`src/rtl/xmem_pkg.sv`:
```
package xmem_pkg;

  localparam int WCODE_W = 3;

  typedef struct packed {
    logic [WCODE_W-1:0] rd_code;
    logic [WCODE_W-1:0] wr_code;
    logic               release_wait;
    logic               enable;
  } xmem_cfg_t;

  typedef enum logic [1:0] {
    ST_IDLE    = 2'd0,
    ST_RELEASE = 2'd1,
    ST_STROBE  = 2'd2,
    ST_RESP    = 2'd3
  } xmem_state_e;

  function automatic logic [WCODE_W-1:0] pick_code(input xmem_cfg_t c, input logic is_wr);
    return is_wr ? c.wr_code : c.rd_code;
  endfunction

endpackage

```
`src/rtl/xmem_strobe_timer.sv`:
```
module xmem_strobe_timer #(
  parameter int CW = 3
) (
  input  logic          clk,
  input  logic          rst_n,
  input  logic          load,
  input  logic [CW-1:0] load_code,
  input  logic          run,
  output logic          last
);
  logic [CW-1:0] remain_q;

  always_ff @(posedge clk or negedge rst_n) begin
    if (!rst_n) begin
      remain_q <= '0;
    end else if (load) begin
      remain_q <= load_code;
    end else if (run && remain_q != '0) begin
      remain_q <= remain_q - 1'b1;
    end
  end

  assign last = (remain_q == '0);
endmodule

```
`src/rtl/xmem_seq.sv`:
```
module xmem_seq
  import xmem_pkg::*;
(
  input  logic        clk,
  input  logic        rst_n,
  input  xmem_cfg_t   cfg_now,
  input  logic        req_valid,
  input  logic        req_write,
  input  logic        rsp_ready,
  input  logic        tmr_last,
  output xmem_state_e state,
  output logic        accept,
  output logic        op_wr,
  output logic        en_held,
  output logic        capture
);
  xmem_state_e state_q, state_d;
  logic        op_wr_q;
  logic        en_q;
  logic        prev_read_q;
  logic        strobe_done;

  assign accept      = (state_q == ST_IDLE) && req_valid;
  assign strobe_done = (state_q == ST_STROBE) && tmr_last;
  assign capture     = strobe_done && !op_wr_q;

  always_comb begin
    state_d = state_q;
    unique case (state_q)
      ST_IDLE: begin
        if (accept) begin
          if (!cfg_now.enable)
            state_d = ST_RESP;
          else if (req_write && prev_read_q && cfg_now.release_wait)
            state_d = ST_RELEASE;
          else
            state_d = ST_STROBE;
        end
      end
      ST_RELEASE: state_d = ST_STROBE;
      ST_STROBE:  if (tmr_last) state_d = ST_RESP;
      ST_RESP:    if (rsp_ready) state_d = ST_IDLE;
      default:    state_d = ST_IDLE;
    endcase
  end

  always_ff @(posedge clk or negedge rst_n) begin
    if (!rst_n) begin
      state_q     <= ST_IDLE;
      op_wr_q     <= 1'b0;
      en_q        <= 1'b0;
      prev_read_q <= 1'b0;
    end else begin
      state_q <= state_d;
      if (accept) begin
        op_wr_q <= req_write;
        en_q    <= cfg_now.enable;
      end
      if (strobe_done)
        prev_read_q <= !op_wr_q;
    end
  end

  assign state   = state_q;
  assign op_wr   = op_wr_q;
  assign en_held = en_q;
endmodule

```
`src/rtl/xmem_datapath.sv`:
```
module xmem_datapath #(
  parameter int AW = 16,
  parameter int DW = 8
) (
  input  logic          clk,
  input  logic          rst_n,
  input  logic          accept,
  input  logic          accept_err,
  input  logic [AW-1:0] req_addr,
  input  logic [DW-1:0] req_wdata,
  input  logic          capture,
  input  logic [DW-1:0] bus_din,
  output logic [AW-1:0] addr_q,
  output logic [DW-1:0] wdata_q,
  output logic [DW-1:0] rdata_q,
  output logic          err_q
);
  always_ff @(posedge clk or negedge rst_n) begin
    if (!rst_n) begin
      addr_q  <= '0;
      wdata_q <= '0;
      rdata_q <= '0;
      err_q   <= 1'b0;
    end else begin
      if (accept) begin
        addr_q  <= req_addr;
        wdata_q <= req_wdata;
        rdata_q <= '0;
        err_q   <= accept_err;
      end else if (capture) begin
        rdata_q <= bus_din;
      end
    end
  end
endmodule

```
`src/rtl/xmem_strobe_ctrl.sv`:
```
module xmem_strobe_ctrl
  import xmem_pkg::*;
#(
  parameter int AW = 16,
  parameter int DW = 8
) (
  input  logic          clk,
  input  logic          rst_n,
  input  logic [7:0]    cfg_byte,
  input  logic          req_valid,
  output logic          req_ready,
  input  logic          req_write,
  input  logic [AW-1:0] req_addr,
  input  logic [DW-1:0] req_wdata,
  output logic          rsp_valid,
  input  logic          rsp_ready,
  output logic [DW-1:0] rsp_rdata,
  output logic          rsp_err,
  output logic          pin_sel_mem,
  output logic [AW-1:0] bus_addr,
  output logic          bus_addr_oe,
  output logic [DW-1:0] bus_dout,
  output logic          bus_dout_oe,
  input  logic [DW-1:0] bus_din,
  output logic          bus_rd_n,
  output logic          bus_wr_n
);
  xmem_cfg_t   cfg_now;
  xmem_state_e state;
  logic        accept, op_wr, en_held, capture, tmr_last;
  logic        in_strobe, in_release;

  assign cfg_now = xmem_cfg_t'(cfg_byte);

  xmem_seq u_seq (
    .clk(clk), .rst_n(rst_n), .cfg_now(cfg_now),
    .req_valid(req_valid), .req_write(req_write), .rsp_ready(rsp_ready),
    .tmr_last(tmr_last), .state(state), .accept(accept), .op_wr(op_wr),
    .en_held(en_held), .capture(capture)
  );

  xmem_strobe_timer #(.CW(WCODE_W)) u_timer (
    .clk(clk), .rst_n(rst_n), .load(accept),
    .load_code(pick_code(cfg_now, req_write)),
    .run(state == ST_STROBE), .last(tmr_last)
  );

  xmem_datapath #(.AW(AW), .DW(DW)) u_dp (
    .clk(clk), .rst_n(rst_n), .accept(accept), .accept_err(!cfg_now.enable),
    .req_addr(req_addr), .req_wdata(req_wdata), .capture(capture),
    .bus_din(bus_din), .addr_q(bus_addr), .wdata_q(bus_dout),
    .rdata_q(rsp_rdata), .err_q(rsp_err)
  );

  assign in_strobe  = (state == ST_STROBE);
  assign in_release = (state == ST_RELEASE);

  assign req_ready   = (state == ST_IDLE);
  assign rsp_valid   = (state == ST_RESP);
  assign bus_rd_n    = !(in_strobe && !op_wr);
  assign bus_wr_n    = !(in_strobe && op_wr);
  assign bus_dout_oe = in_strobe && op_wr;
  assign bus_addr_oe = in_strobe || in_release;
  assign pin_sel_mem = (state == ST_IDLE) ? cfg_now.enable : (cfg_now.enable || en_held);
endmodule

```
`config.mk`:
```
export PLATFORM = sky130hd
export DESIGN_NAME = xmem_strobe_ctrl
export DESIGN_NICKNAME = d
export VERILOG_FILES = /design/src/rtl/xmem_pkg.sv /design/src/rtl/xmem_strobe_timer.sv /design/src/rtl/xmem_seq.sv /design/src/rtl/xmem_datapath.sv /design/src/rtl/xmem_strobe_ctrl.sv
export SDC_FILE = /design/constraint.sdc
export NUM_CORES = 1
export LEC_CHECK = 0
export BUFFER_PORTS_ARGS = -buffer_cell sky130_fd_sc_hd__buf_2
export CAP_MARGIN = 25
export CORE_MARGIN = 2
export CORE_UTILIZATION = 41
export CTS_CLUSTER_DIAMETER = 40
export DETAILED_ROUTE_END_ITERATION = 8
export GPL_ROUTABILITY_DRIVEN = 1
export PLACE_DENSITY = 0.82
export SETUP_SLACK_MARGIN = 0.15
export SYNTH_ARGS = -nofsm -noshare
export SYNTH_HDL_FRONTEND = slang
export SYNTH_SLANG_ARGS = --single-unit
```
`constraint.sdc`:
```
create_clock -name clk -period 1.5 [get_ports clk]
set_input_delay 0.075 -clock clk [delete_from_list [all_inputs] [get_ports clk]]
set_output_delay 0.075 -clock clk [all_outputs]
set_load 0.03 [all_outputs]
```
Yosys cells after proc, flatten, opt, wreduce, memory -nomap -nowiden
Index checks and enable logic that the tools add are counted.
- register bits after elaboration: 41
- input port bits: 45
- output and inout bits: 40
- logic and storage cells: 48
- add/subtract/negate cells: 1
- equal/unequal tests: 6
- muxes and demuxes: 12
- reduce and logical (&&, ||, !) cells: 20
- operator list (operator ; number):
    8-bit two-way mux ; 2
    2-bit two-way mux ; 5
    3-bit two-way mux ; 3
    1-bit logical AND ; 8
    2-bit one-hot mux with 4 select lines ; 1
    2-bit by 1-bit inequality test with 1-bit output, second input constant ; 3
    2-bit equality test, second input constant ; 2
    1-bit zero test ; 4
    2-bit nonzero test ; 2
    3-bit zero test ; 1
    3-bit AND reduction ; 1
    3-bit nonzero test ; 1
    3-bit by 1-bit subtractor with 3-bit output, second input constant ; 1
    2-bit by 1-bit equality test with 1-bit output, second input constant ; 1
    2-bit zero test ; 1
    1-bit logical OR ; 2
    1-bit two-way mux ; 1

Logic depth before layout (Yosys ltp)
- depth after elaboration: 6
- depth in mapped cells: 6

Modules after synthesis
Synthesis repeated with hierarchy kept, for this count alone.
- cells, all modules: 144
- area total of the unflattened synthesis: 1978.1 µm²
- modules (own cells, without submodules) (module ; times used ; cells each ; area an instance (µm²)):
    xmem_datapath ; 1 ; 79 ; 1367.6
    xmem_seq ; 1 ; 31 ; 300.3
    xmem_strobe_timer ; 1 ; 19 ; 190.2
    xmem_strobe_ctrl ; 1 ; 15 ; 120.1

Worst setup path before layout
No wires, ideal clock.
- path type: register to register
- from: reg u_seq.state_q[0] (netlist: u_seq.state[0])
- to: reg u_dp.addr_q[0]
- data arrival time: 1.612 ns
- required time: 1.372 ns
- setup slack: -0.240 ns
- stages on the path, launching flop included: 6
- buffers on the path: 1
- clock period less this slack: 1.740 ns
- path through: dfrtp_1 inv_1 ha_1 nand2_2 buf_2 mux2_1
- cells in the longest elaborated chain, start to end: 2
- ends and longest elaborated chain (what ; line ; RTL):
    from (decl) ; xmem_seq.sv:17 ; xmem_state_e state_q, state_d;
    from (signal assigned) ; xmem_seq.sv:54 ; state_q <= state_d;
    2-bit zero test ; n/a ;
    via req_ready ; xmem_strobe_ctrl.sv:11 ; output logic req_ready,
    1-bit logical AND ; xmem_seq.sv:23 ; assign accept = (state_q == ST_IDLE) && req_valid;
    to (signal assigned) ; xmem_datapath.sv:26 ; addr_q <= req_addr;
    to (decl) ; xmem_datapath.sv:13 ; output logic [AW-1:0] addr_q,
The timed path passes the listed nets, and every way through them passes these cells.
A chain may end at the register's enable or synchronous reset.

Worst setup path in the final report
- from: reg u_seq.state_q[0] (netlist: u_seq.state[0])
- to: out bus_addr_oe
- cells in the longest elaborated chain, start to end: 2
- elaborated cells on any way between the ends: 3
- ends and longest elaborated chain (what ; line ; RTL):
    2-bit equality test or 2-bit by 1-bit equality test with 1-bit output (tied branches) ; xmem_strobe_ctrl.sv:55, xmem_strobe_ctrl.sv:56 ;
    1-bit logical OR (*) ; xmem_strobe_ctrl.sv:63 ; assign bus_addr_oe = in_strobe || in_release;
    to (decl) ; xmem_strobe_ctrl.sv:21 ; output logic bus_addr_oe,
Every way passes the cells marked *; elsewhere a longest branch is shown, timed or not.

==> metrics.yaml <==
clock_network:
  root_buffer: "clkbuf_8"
  worstSkewPairLatency_ns: 0.29
  cts.sinks: 41
  cts_tree: "yes"
  htree_levels: 2
  cts.path.max_buffers: 2
  clk_pin_slew_ns: 0.08
  cts_buffers: 5
grt:
  grt_max_degree: 25
  grt-ovfl-total: 0
  track_usage_pct: 18.62
  first_global_vias: 1500
  antenna_found_initial: 0
  grt_pass1_wl_mm: 7.113
pwr:
  p_int_mw: 4.076
  ir_drop_mv: 1.273
  combPwrFrac_pct: 60.6
  p_sw_share_pct: 42.77
  p_sw_mw: 3.046
  clockPowerShare_pct: 10.8
  pwr-share-seq_pct: 28.6
  design_power_total_mw: 7.122
  p_leak_nw: 1.550
  powerDensity_mw_per_mm2: 2419
setup_path:
  cp-end-kind: "primary output"
  cpPeakStageDelay_ns: 0.40
  arrival_ns: 1.39
  cp_top_family: "buffers and inverters"
  crit_path_top_delay_cell: "dfrtp_1"
  required_ns: 1.42
  path_class: "reg2out"
  crit_fanout: 3
  rrSetupSlack_ns: 0.04
  critical_path.n_buffers_inverters: 4
  timing.rr.end: "u_dp.addr_q[6]"
  reg2reg_from: "u_seq.state[0]"
  r2r_cells: 5
  path_common_cell: "buf_6"
  cp-start-kind: "flop"
  cp_cell_sequence: "inv_2, buf_6, buf_12, ha_4, buf_6"
sta:
  drv_slew: 0
  fin_skew_ns: 0.008855
  finalHoldViolations: 0
  finalSetupViolCount: 0
  tightest_slew_ns: 0.5666
  rsz0062_at_grt: "true"
  post-route-min-period_ns: 1.464
  fmax_mhz: 683.2
  fin_crit_sh_pct: 97.57
  max-slew-margin-rel_pct: 62.23
synth:
  synth_area_leader_cell: "dfrtp_1"
  synth_cell_types: 32
  synth-seq-cells: 41
  synth_top_cells_by_area: "dfrtp_1 (58%), mux2_1 (16%), ha_1 (4.9%)"
  yosysSeqAreaShare_pct: 57.71
  yosysTopAreaCellShare_pct: 57.71
  synth_warnings: 0
  synth_area_mm2: 0.001778
  syn_avg_cell_area_um2: 13.37
  syn_inst: 133
  synth_nets: 185
placed_design:
  port_buffers: 84
  gp_congestion: 0.7528
  placed_cell_area_mm2: 0.002437
  dp.final_hpwl_mm: 2.951
drt:
  via_per_inst: 4.959
  wl_mm: 4.659
  drt-met1-wl_mm: 2.000
  avgRoutedWirePerCell_um: 15.74
  route.detailed.drc: 0
  firstDrtPassIters: 4
  ant_nets: 0
  wl_met2_mm: 2.256
  via_count: 1468
  met3_length_um: 307
  maxUsedRoutingLayer: "met4"
  drtIter0Drc: 51
floorplan:
  die-area_mm2: 0.004879
  row_count: 23
  coreArea_mm2: 0.004086
  die_h_um: 69.85
  ioPinCount: 85
  die_w_um: 69.85
  initial_utilization_pct: 43.51
cells_and_area:
  final_util_pct: 72.05
  syn_to_final_growth_pct: 65.59
  antennaDiodeCount: 0
  final_common_cell: "buf_2"
  final_cell_mix: "buf_2 (79), dfrtp_1 (40), mux2_4 (26), buf_6 (10)"
  nets: 297
  drive_gt1_share_pct: 67.07
  fin_area_mm2: 0.002944
worst_hold_path:
  hold_class: "in2reg"
  min_to: "u_dp.rdata_q[7]"
  hold_depth: 2
  hp-start: "bus_din[7]"
flow_run:
  maxCapViolCount: 0
outcome:
  status: "finished, final reports clean"
per-layer routing:
metal  track usage, %  vias up
li1                 -      694
met1            23.03      701
met2            30.69       64
met3            5.195        9
met4            7.692        0
met5                0        -
worst max-delay path by stage:
| stage | startpoint | end | slack [ns] | cells past startpoint |
|---|---|---|---|---|
| after global routing | u_timer.remain_q[0] | u_seq.state[1] | -0.02 | 6 |
| after detailed placement | u_seq.state[0] | u_dp.rdata_q[7] | 0.01 | 5 |
| final | u_seq.state[0] | bus_addr_oe | 0.04 | 5 |
| after CTS | u_seq.state[0] | u_dp.rdata_q[6] | 0.07 | 5 |
| after global placement | u_seq.state[0] | u_dp.rdata_q[7] | 0.08 | 5 |
| after floorplan | u_seq.state[1] | u_seq.state[0] | 0.07 | 3 |
registers in the layout (all words and copies together) (netlist names):
register           cells
u_seq.prev_read_q      1
u_seq.en_held          1
u_seq.op_wr            1
u_dp.rdata_q           8
u_dp.err_q             1
u_timer.remain_q       3
u_dp.wdata_q           8
u_seq.state            2
u_dp.addr_q           16
power groups by stage:
| stage | registers, mW | logic, mW | clock network (mW) |
|---|---|---|---|
| 6_report | 2.04 | 4.32 | 0.767 |
| 5_1_grt | 2.12 | 4.57 | 0.824 |
| 4_1_cts | 1.99 | 3.90 | 0.781 |
| 3_5_place_dp | 2.00 | 3.51 | 0 |
| 3_3_place_gp | 1.98 | 3.46 | 0 |
| 2_1_floorplan | 2.88 | 1.65 | 0 |
final cells by class:
cell class,instances,area (µm²)
inverter,9,33.78
timing repair buffer,110,775.7
sequential,41,1027
multi-input combinational,78,948.4
clock inverter,2,13.76
fill,269,1142
clock buffer,6,82.58
tap,50,62.56
cells in the mapped netlist:
master    count
buf_2         4
inv_1         7
a21oi_2       1
a22o_1        8
a21oi_1       1
and4bb_1      1
clkinv_1      1
nor2b_1       3
a211oi_1      3
ha_1          7
nand2_2       1
o21ai_0       3
nor2_1        1
nand2b_1      3
and2b_1       1
o22ai_1       2
inv_2         1
and2_1        1
nand2_1       3
a21o_1        1
and3_1        1
o21ai_1       1
a222oi_1      1
a31oi_1       2
dfrtp_1      41
nor4bb_1      1
mux2i_1       2
nand3_1       2
mux2_1       26
or3_1         1
a21boi_0      1
clkbuf_1      1
per-stage QoR:
step	TNS, ns	hold WS, ns	setup WS, ns	std cells
final	0	0.006644	0.03638	296
after global routing	-0.06361	0.001040	-0.02401	296
after CTS	0	0.001595	0.07042	294
after detailed placement	0	0.09852	0.01213	269
after global placement	0	0.08797	0.07742	269
after floorplan	0	-0.2206	0.06637	133
logic make-up after synthesis:
logic type               after synthesis  share of synthesized area, %
buffers and inverters                 14                         3.237
adder cells (fa/ha/maj)                7                         4.926
flip-flops                            41                         57.71
multiplexers                          28                         17.59
AO/OA/AOI/OAI                         24                         9.922
AND/OR/NAND/NOR                       19                         6.616
what timing repair did:
| action | CTS | global route |
|---|---|---|
| hold endpoints to repair | 28 | 0 |
| hold buffers | 6 | 0 |
| setup endpoints to repair | 38 | 45 |
| pin swaps | 4 | 8 |
| gates resized for setup | 20 | 31 |
| cloned | 1 | 1 |
| buffers inserted | 10 | 1 |
Power figures use the tool's default switching activity.
